==> src/rtl/pkt_cls_pkg.sv <==
package pkt_cls_pkg;

  typedef enum logic [2:0] {
    CLS_BCAST = 3'd0,
    CLS_SHORT = 3'd1,
    CLS_ACC   = 3'd2,
    CLS_LONG  = 3'd3,
    CLS_RSVD  = 3'd4,
    CLS_IDLE  = 3'd5
  } addr_class_e;

  // Number of data bytes that follow an instruction's opening byte.
  function automatic logic [1:0] op_extra(input logic [7:0] op);
    logic [1:0] r;
    r = 2'd0;
    if (op[7:5] == 3'b001)      r = 2'd1;
    else if (op[7:4] == 4'b0001) r = 2'd1;
    else if (op[7:4] == 4'b1111) r = 2'd1;
    else if (op[7:4] == 4'b1110) r = 2'd2;
    else if (op[7:5] == 3'b110)  r = (op[4:0] == 5'd0) ? 2'd2 : 2'd1;
    return r;
  endfunction

  function automatic logic cls_walked(input addr_class_e c);
    return (c == CLS_BCAST) || (c == CLS_SHORT) || (c == CLS_LONG);
  endfunction

endpackage

==> src/rtl/pkt_lead_decode.sv <==
module pkt_lead_decode
  import pkt_cls_pkg::*;
(
  input  logic [7:0]  lead,
  output addr_class_e cls
);
  always_comb begin
    if (lead == 8'h00)       cls = CLS_BCAST;
    else if (!lead[7])       cls = CLS_SHORT;
    else if (!lead[6])       cls = CLS_ACC;
    else if (lead <= 8'hE7)  cls = CLS_LONG;
    else if (lead != 8'hFF)  cls = CLS_RSVD;
    else                     cls = CLS_IDLE;
  end
endmodule

==> src/rtl/pkt_frame_track.sv <==
module pkt_frame_track
  import pkt_cls_pkg::*;
#(
  parameter int MAX_BYTES = 6,
  parameter int IDX_W     = $clog2(MAX_BYTES + 2)
)(
  input  logic             clk,
  input  logic             rst,
  input  logic             in_vld,
  input  logic             in_last,
  input  logic [7:0]       in_data,
  input  addr_class_e      cls_lead,
  output logic [IDX_W-1:0] idx,
  output logic [7:0]       xacc,
  output addr_class_e      cls_q,
  output logic [7:0]       lead_q,
  output logic [7:0]       sec_q
);
  localparam logic [IDX_W-1:0] IDX_SAT = IDX_W'(MAX_BYTES + 1);

  always_ff @(posedge clk) begin
    if (rst || (in_vld && in_last)) begin
      idx    <= '0;
      xacc   <= '0;
      cls_q  <= CLS_BCAST;
      lead_q <= '0;
      sec_q  <= '0;
    end else if (in_vld) begin
      if (idx != IDX_SAT) idx <= idx + 1'b1;
      xacc <= xacc ^ in_data;
      if (idx == '0) begin
        cls_q  <= cls_lead;
        lead_q <= in_data;
      end
      if (idx == IDX_W'(1)) sec_q <= in_data;
    end
  end
endmodule

==> src/rtl/pkt_instr_walker.sv <==
module pkt_instr_walker
  import pkt_cls_pkg::*;
#(
  parameter int MAX_BYTES = 6,
  parameter int IDX_W     = $clog2(MAX_BYTES + 2)
)(
  input  logic                 clk,
  input  logic                 rst,
  input  logic                 clr,
  input  logic                 step,
  input  logic [IDX_W-1:0]     idx,
  input  logic [7:0]           op,
  output logic                 pend_zero,
  output logic [MAX_BYTES-1:0] mask,
  output logic [IDX_W-1:0]     icnt
);
  logic [1:0] pend;

  assign pend_zero = (pend == 2'd0);

  always_ff @(posedge clk) begin
    if (rst || clr) begin
      pend <= '0;
      mask <= '0;
      icnt <= '0;
    end else if (step) begin
      if (pend == 2'd0) begin
        for (int i = 0; i < MAX_BYTES; i++)
          if (idx == IDX_W'(i)) mask[i] <= 1'b1;
        icnt <= icnt + 1'b1;
        pend <= op_extra(op);
      end else begin
        pend <= pend - 1'b1;
      end
    end
  end
endmodule

==> src/rtl/pkt_classifier.sv <==
module pkt_classifier
  import pkt_cls_pkg::*;
#(
  parameter int MIN_BYTES = 3,
  parameter int MAX_BYTES = 6,
  parameter int IDX_W     = $clog2(MAX_BYTES + 2)
)(
  input  logic                 clk,
  input  logic                 rst,
  input  logic                 in_vld,
  input  logic                 in_last,
  input  logic [7:0]           in_data,
  output logic                 res_vld,
  output logic [2:0]           res_class,
  output logic [13:0]          res_addr,
  output logic [IDX_W-1:0]     res_base,
  output logic [MAX_BYTES-1:0] res_mask,
  output logic [IDX_W-1:0]     res_icnt,
  output logic                 res_good,
  output logic                 res_bad
);
  addr_class_e          cls_lead, cls_q, cls_now;
  logic [IDX_W-1:0]     idx, icnt, base_now;
  logic [7:0]           xacc, lead_q, sec_q, lead_now;
  logic                 pend_zero, walk, step, eop;
  logic                 len_ok, xor_ok, fill_ok, good_now;
  logic [MAX_BYTES-1:0] mask;
  logic [13:0]          addr_now;

  pkt_lead_decode u_lead (.lead(in_data), .cls(cls_lead));

  pkt_frame_track #(.MAX_BYTES(MAX_BYTES), .IDX_W(IDX_W)) u_frame (
    .clk(clk), .rst(rst), .in_vld(in_vld), .in_last(in_last), .in_data(in_data),
    .cls_lead(cls_lead), .idx(idx), .xacc(xacc), .cls_q(cls_q),
    .lead_q(lead_q), .sec_q(sec_q)
  );

  assign eop      = in_vld && in_last;
  assign cls_now  = (idx == '0) ? cls_lead : cls_q;
  assign lead_now = (idx == '0) ? in_data : lead_q;
  assign walk     = cls_walked(cls_now);
  assign base_now = !walk ? '0 : (cls_now == CLS_LONG) ? IDX_W'(2) : IDX_W'(1);
  assign step     = in_vld && !in_last && walk && (idx != '0) &&
                    (idx >= base_now) && (idx < IDX_W'(MAX_BYTES));

  pkt_instr_walker #(.MAX_BYTES(MAX_BYTES), .IDX_W(IDX_W)) u_walk (
    .clk(clk), .rst(rst), .clr(eop), .step(step), .idx(idx), .op(in_data),
    .pend_zero(pend_zero), .mask(mask), .icnt(icnt)
  );

  always_comb begin
    case (cls_now)
      CLS_SHORT: addr_now = {7'd0, lead_now[6:0]};
      CLS_ACC:   addr_now = {8'd0, lead_now[5:0]};
      CLS_LONG:  addr_now = {lead_now[5:0], sec_q};
      default:   addr_now = '0;
    endcase
  end

  assign len_ok   = (idx >= IDX_W'(MIN_BYTES - 1)) && (idx <= IDX_W'(MAX_BYTES - 1));
  assign xor_ok   = (xacc == in_data);
  assign fill_ok  = !walk || (pend_zero && (icnt != '0));
  assign good_now = len_ok && xor_ok && fill_ok;

  always_ff @(posedge clk) begin
    if (rst) begin
      res_vld   <= 1'b0;
      res_class <= '0;
      res_addr  <= '0;
      res_base  <= '0;
      res_mask  <= '0;
      res_icnt  <= '0;
      res_good  <= 1'b0;
      res_bad   <= 1'b0;
    end else begin
      res_vld  <= eop;
      res_good <= eop && good_now;
      res_bad  <= eop && !good_now;
      if (eop) begin
        res_class <= cls_now;
        res_addr  <= addr_now;
        res_base  <= base_now;
        res_mask  <= mask;
        res_icnt  <= icnt;
      end
    end
  end
endmodule

==> config.mk <==
export PLATFORM = sky130hd
export DESIGN_NAME = pkt_classifier
export DESIGN_NICKNAME = d
export VERILOG_FILES = /design/src/rtl/pkt_cls_pkg.sv /design/src/rtl/pkt_lead_decode.sv /design/src/rtl/pkt_frame_track.sv /design/src/rtl/pkt_instr_walker.sv /design/src/rtl/pkt_classifier.sv
export SDC_FILE = /design/constraint.sdc
export NUM_CORES = 1
export LEC_CHECK = 0
export ABC_AREA = 1
export BUFFER_PORTS_ARGS = -buffer_cell sky130_fd_sc_hd__buf_2
export CORE_AREA = 2 2 81 83
export CTS_CLUSTER_SIZE = 30
export DETAILED_ROUTE_END_ITERATION = 8
export DIE_AREA = 0 0 83 85
export HOLD_SLACK_MARGIN = 0.12
export PLACE_DENSITY_LB_ADDON = 0.1
export SETUP_SLACK_MARGIN = 0.02
export SYNTH_ARGS = -nofsm -noshare
export SYNTH_HDL_FRONTEND = slang
export SYNTH_SLANG_ARGS = --single-unit
==> constraint.sdc <==
create_clock -name clk -period 3.4 [get_ports clk]
set_clock_uncertainty 0.1 [all_clocks]
set_input_delay 0.68 -clock clk [delete_from_list [all_inputs] [get_ports clk]]
set_output_delay 0.68 -clock clk [all_outputs]
set_load 0.03 [all_outputs]
# Word-level counts from Yosys, hierarchy flattened
# Cells that the tools add are included.
[op_classes]
addsub = 3
n_lt_le_gt_ge = 5
eq_ne = 16
n_mux = 17
bitwise_logic = 1
reduce_logical = 35
[op_table]
columns = ["operator", "n"]
rows = [
  ["$pmux 14 s3", 1],
  ["$mux 2", 9],
  ["$reduce_and 3->1", 6],
  ["$mux 3", 5],
  ["$eq 3x2->1 const B", 4],
  ["$logic_and 1x1->1", 12],
  ["$eq 3x1->1 const B", 3],
  ["$eq 3x3->1 const B", 3],
  ["$eq 4x4->1 const B", 2],
  ["$eq 8x8->1", 1],
  ["$le 8x8->1 const B", 1],
  ["$logic_not 8->1", 1],
  ["$ne 8x8->1 const B", 1],
  ["$xor 8x8->8", 1],
  ["$mux 7", 1],
  ["$add 3x1->3 const B", 2],
  ["$logic_not 3->1", 2],
  ["$reduce_and 2->1", 3],
  ["$reduce_bool 3->1", 2],
  ["$logic_not 5->1", 1],
  ["$eq 4x1->1 const B", 1],
  ["$logic_or 1x1->1", 4],
  ["$ge 3x2->1", 1],
  ["$ge 3x2->1 const B", 1],
  ["7 further kinds", 9],
]
[totals]
ff_bits = 72
inputBits = 12
output_inout_bits = 32

# Logic depth before layout (Yosys ltp)
[logic_depth]
ltp_word = 15
depth_mapped = 18
ltp_nobuf = 17

# By module
# From an unflattened synthesis, not the netlist that was laid out.
[hier_totals]
hier_cells = 512
area_unflattened_um2 = 3510.9
[modules_own_cells]
columns = ["mod", "n_inst", "cells_per_inst", "area_per_inst_um2", "seq_area_each_um2"]
rows = [
  ["pkt_classifier", 1, 229, 1597.8, 620.6],
  ["pkt_frame_track", 1, 188, 1297.5, 600.6],
  ["pkt_instr_walker", 1, 76, 531.8, 220.2],
  ["pkt_lead_decode", 1, 19, 83.8, 0.0],
]

# Worst setup path after synthesis
# OpenSTA, ideal clock, no wires.
[synth_timing]
kind = "in2reg"
from = "input in_data[4]"
to = "register u_walk.icnt[0]"
setup_time_ps = 114
arrival_ps = 2376
required_ps = 3186
slack_ps = 810
path_stages = 16
path_cell_list = "buf_2 o211ai_2 nand2_1 o21ai_2 buf_6 inv_4 nor2_4 ha_1 inv_1 nand2_1 a211oi_1 nor2_2 nand3_1 nand2_1 nand2_1 nor2_1"
[synth_between]
elab_chain_cells = 15
word_cells_on_any_way = 22
[synth_lines]
columns = ["item", "line_no", "rtl"]
rows = [
  ["start: declaration", "pkt_classifier.sv:12", "input logic [7:0] in_data,"],
  ["parallel branches: the longest is 5 deep, another holds $le 8x8->1", "--", ""],
  ["$mux 3 *", "pkt_lead_decode.sv:8", "if (lead == 8'h00) cls = CLS_BCAST;"],
  ["$mux 3 *", "--", ""],
  ["$eq 3x1->1 or $logic_not 3->1 (tied branches)", "pkt_cls_pkg.sv:25", "return (c == CLS_BCAST) || (c == CLS_SHORT) || (c == CLS_LONG);"],
  ["$logic_or 1x1->1 (2 in series)", "pkt_cls_pkg.sv:25", ""],
  ["$mux 2 *", "pkt_classifier.sv:42", "assign base_now = !walk ? '0 : (cls_now == CLS_LONG) ? IDX_W'(2) : IDX_W'(1);"],
  ["via base_now[0]", "pkt_classifier.sv:23", "logic [IDX_W-1:0] idx, icnt, base_now;"],
  ["$ge 3x2->1 *", "pkt_classifier.sv:44", "(idx >= base_now) && (idx < IDX_W'(MAX_BYTES));"],
  ["$logic_and 1x1->1 *", "pkt_classifier.sv:43", "assign step = in_vld && !in_last && walk && (idx != '0) &&"],
  ["$logic_and 1x1->1 *", "pkt_classifier.sv:44", ""],
  ["$reduce_and 2->1 (no line) *", "--", ""],
  ["end signal: assignment", "pkt_instr_walker.sv:30", "icnt <= icnt + 1'b1;"],
  ["end: declaration", "pkt_instr_walker.sv:15", "output logic [IDX_W-1:0] icnt"],
]
# Mark *: on every way through the listed nets, which the timed path passes.
# A chain may end at the register's enable or synchronous reset.

# Final worst setup path
[layout_timing]
from = "register u_frame.idx[0]"
to = "register u_walk.icnt[0]"
[layout_between]
elab_chain_cells = 10
word_cells_on_any_way = 17
[layout_lines]
columns = ["item", "line_no", "rtl"]
rows = [
  ["start: declaration", "pkt_frame_track.sv:13", "output logic [IDX_W-1:0] idx,"],
  ["start signal: assignment", "pkt_frame_track.sv:29", "if (idx != IDX_SAT) idx <= idx + 1'b1;"],
  ["$logic_not 3->1 *", "pkt_classifier.sv:39", "assign cls_now = (idx == '0) ? cls_lead : cls_q;"],
  ["$mux 3 *", "--", ""],
  ["$eq 3x1->1 or $logic_not 3->1 (tied branches)", "pkt_cls_pkg.sv:25", ""],
  ["$logic_or 1x1->1 (2 in series)", "pkt_cls_pkg.sv:25", ""],
  ["$mux 2 *", "pkt_classifier.sv:42", ""],
  ["via base_now[0]", "pkt_classifier.sv:23", ""],
  ["$ge 3x2->1 *", "pkt_classifier.sv:44", ""],
  ["$logic_and 1x1->1 *", "pkt_classifier.sv:43", ""],
  ["$logic_and 1x1->1 *", "pkt_classifier.sv:44", ""],
  ["$reduce_and 2->1 (no line) *", "--", ""],
]
# The timed path passes the listed nets; every way through them passes the cells marked *.

==> flow_summary.json <==
{
  "clk-insertion-delay-late_ns": 0.35,
  "die_height_um": 85,
  "r2r_setup_slack_ns": 0.46,
  "via_per_inst": 5.05,
  "synthToLayoutAreaGrowth_pct": 13.4,
  "grt_antenna_before_repair": 0,
  "cts.repair_timing.setup_buffer_count": 0,
  "crit_start": "u_frame.idx[0]$_SDFFE_PP0P_",
  "yosys-top-cells-count": "nand2_1 (101), dfxtp_1 (71), inv_1 (56)",
  "post-synth-top-area-cell": "dfxtp_1",
  "worst-slew-pin-transition_ns": 0.858,
  "power_leakage_nw": 1.83,
  "synthMostInstantiatedCell": "nand2_1",
  "fill_cells": 587,
  "cts_buffers": 9,
  "timing.critical_path.required_ns": 3.55,
  "holdWs_ns": 0.329,
  "drt-initial-drc-count": 175,
  "gpl.final_weighted_congestion": 0.848,
  "synthArstFlopShare_pct": 0,
  "worst_r2r_startpoint": "u_frame.idx[0]$_SDFFE_PP0P_",
  "mappedNetlistArea_mm2": 0.00330,
  "main_flop_type_after_synthesis": "dfxtp_1",
  "synth_register_bits": 71,
  "cts_resized": 0,
  "cp_max_fo": 15,
  "cts_max_level": 3,
  "floorplan.rows": 29,
  "detailed_place_hpwl_mm": 5.17,
  "grt_pass1_vias": 2543,
  "drv.max_cap_violation_count": 0,
  "rr_endpoint": "u_walk.icnt[0]$_SDFFE_PP0P_",
  "timing.final.setup_violations": 0,
  "netlist-cell-type-count": 36,
  "final_antenna_net_count": 0,
  "cts.root.buffer_cell": "clkbuf_8",
  "antenna-diode-count": 0,
  "grt_use_total_pct": 21.7,
  "firstDrtPassIters": 4,
  "cellPowerDensity_mw_per_mm2": 493,
  "hold_class": "register to register",
  "synth-edff-count": 0,
  "timing.setup.tns_ns": 0,
  "number_of_buffers_added_to_fix_hold_violations_after_cts": 0,
  "end_kind": "register",
  "final_min_period_over_clock_period_pct": 86.5,
  "synthesis.area_per_instance_um2": 7.38,
  "std_cell_core_area_mm2": 0.00620,
  "drt-total-wl_mm": 7.30,
  "max-vdd-ir-drop_mv": 0.278,
  "dpl_worst_slack_ns": 0.358,
  "routed-via-count": 2866,
  "yosysWarnings": 0,
  "fin_nets": 510,
  "largest_net_degree_at_the_start_of_global_routing": 42,
  "io-pin-count": 44,
  "upper_clock_frequency_limit_mhz": 340,
  "initial_util_pct": 53.2,
  "detail_route.wl_per_cell_um": 12.8,
  "final_max_slew_viol_count": 0,
  "seq_area_frac_synth_pct": 43.1,
  "die_area_mm2": 0.00706,
  "critPathKind": "register to register",
  "finalHoldViolations": 0,
  "timing.critical_path.arrival_ns": 3.09,
  "cts.path.max_buffers": 2,
  "path_clk_slew_ns": 0.07,
  "grt_overflow_total": 0,
  "min_from": "u_walk.mask[0]$_SDFFE_PP0P_",
  "place.port_buffers": 42,
  "grt_setup_unrepaired": "false",
  "finalWorstSetupSlack_ns": 0.459,
  "detail_route.drc_violations": 0,
  "final.min_clock_period_ns": 2.94,
  "rr_worst_depth": 17,
  "timing.max_slew.rel_slack_pct": 42.5,
  "mapped_cells": 447,
  "grt_first_pass_wirelength_mm": 12.2,
  "yosys.area.top_type_share_pct": 43.1,
  "cts_tree": "done",
  "cts_sinks": 71,
  "worst_setup_path_endpoint": "u_walk.icnt[0]$_SDFFE_PP0P_",
  "status": "finished clean",
  "synth_area_leaders": "dfxtp_1 (43%), nand2_1 (11%), inv_1 (6.4%), o21ai_0 (5.3%), ha_1 (4.2%)",
  "worstSetupStartpointType": "register",
  "final_layout_size_suffix_gt1_share_pct": 17.5,
  "chipWidth_um": 83,
  "net_count_of_the_mapped_netlist": 470
}
==> per-stage QoR <==
step	cell area (um2)	power, mW	utilization (%)	std cells
after floorplan	3300	1.12	-	447
after global placement	3550	1.18	57.2	553
after detailed placement	3550	1.19	57.2	553
after CTS	3740	1.86	60.3	568
after global routing	3740	1.93	60.3	568
final	3740	1.84	60.3	568
==> power by group <==
part           internal (mW)  total (mW)  switching (mW)
logic                 0.0866       0.294           0.208
clock network          0.356       0.673           0.317
registers              0.860       0.876          0.0161
==> flip-flops by register name (all words and copies together) (netlist names), 2 cells and up <==
| signal | count |
|---|---|
| res_addr | 14 |
| res_base | 2 |
| res_class | 3 |
| res_icnt | 3 |
| res_mask | 6 |
| u_frame.cls_q | 3 |
| u_frame.idx | 3 |
| u_frame.lead_q | 7 |
| u_frame.sec_q | 8 |
| u_frame.xacc | 8 |
| u_walk.icnt | 3 |
| u_walk.mask | 6 |
| u_walk.pend | 2 |
==> worst min-delay path by stage <==
| stage | depth (start not counted) | slack, ns | end |
|---|---|---|---|
| floorplan | 2 | 0.31 | u_walk.mask[0]$_SDFFE_PP0P_ |
| global placement | 2 | 0.32 | u_walk.mask[0]$_SDFFE_PP0P_ |
| detailed placement | 2 | 0.32 | u_walk.mask[0]$_SDFFE_PP0P_ |
| CTS | 2 | 0.33 | u_walk.mask[0]$_SDFFE_PP0P_ |
| global route | 2 | 0.37 | res_addr[4]$_SDFFE_PP0P_ |
| finish | 2 | 0.33 | u_walk.mask[0]$_SDFFE_PP0P_ |
==> layout make-up <==
type	count	area, um2	share of cell area, %
clock buffer	10	138	3.68
clock inverter	5	57.6	1.54
inverter	65	246	6.59
multi-input combinational	293	1540	41.0
sequential	71	1420	38.0
tap	77	96.3	2.57
timing repair buffer	47	248	6.62
==> worst max-delay path, cell delays in order, from the launching register on <==
cell and delay, ns:
dfxtp_1 0.40, inv_1 0.12, ha_1 0.25, nand2_4 0.18, inv_2 0.11, o21ai_2 0.18, buf_4 0.21, inv_4 0.06
nor2_4 0.13, ha_1 0.25, inv_1 0.06, nand2_1 0.04, a211oi_1 0.24, nor2_2 0.14, nand3_1 0.18, nand2_1 0.08
nand2_1 0.06, nor2_1 0.04
==> layer usage <==
metal	share of wire (%)	up-vias	GRT usage, %	routed length (um)
met5	0	-	0	0
met2	43	72	31.2	3110
li1	-	1509	-	-
met3	6.2	10	4.47	455
met1	50	1275	30.8	3620
met4	1.5	0	11.0	108
==> cells by family after synthesis <==
logic type | count (synthesis) | share of synthesized area [%]
buffers and inverters | 83 | 10.5
flip-flops | 71 | 43.1
other | 1 | 0.114
AO/OA/AOI/OAI | 85 | 15.0
adder cells (fa/ha/maj) | 11 | 4.17
AND/OR/NAND/NOR | 187 | 24.7
XOR/XNOR | 9 | 2.39
==> cell usage in the layout, fill, tap and decap left out, drive strengths merged, types with 5 or more instances in the layout <==
cell type  instances
inv               64
o21a               5
a21oi             27
xor2               9
buf               47
nand2            108
o21ai             44
clkinv             5
nor3               7
ha                11
nor2              38
nand4             12
nand3             21
o211ai             6
clkbuf            10
dfxtp             71
No activity file was read; power rests on OpenSTA's default activity.
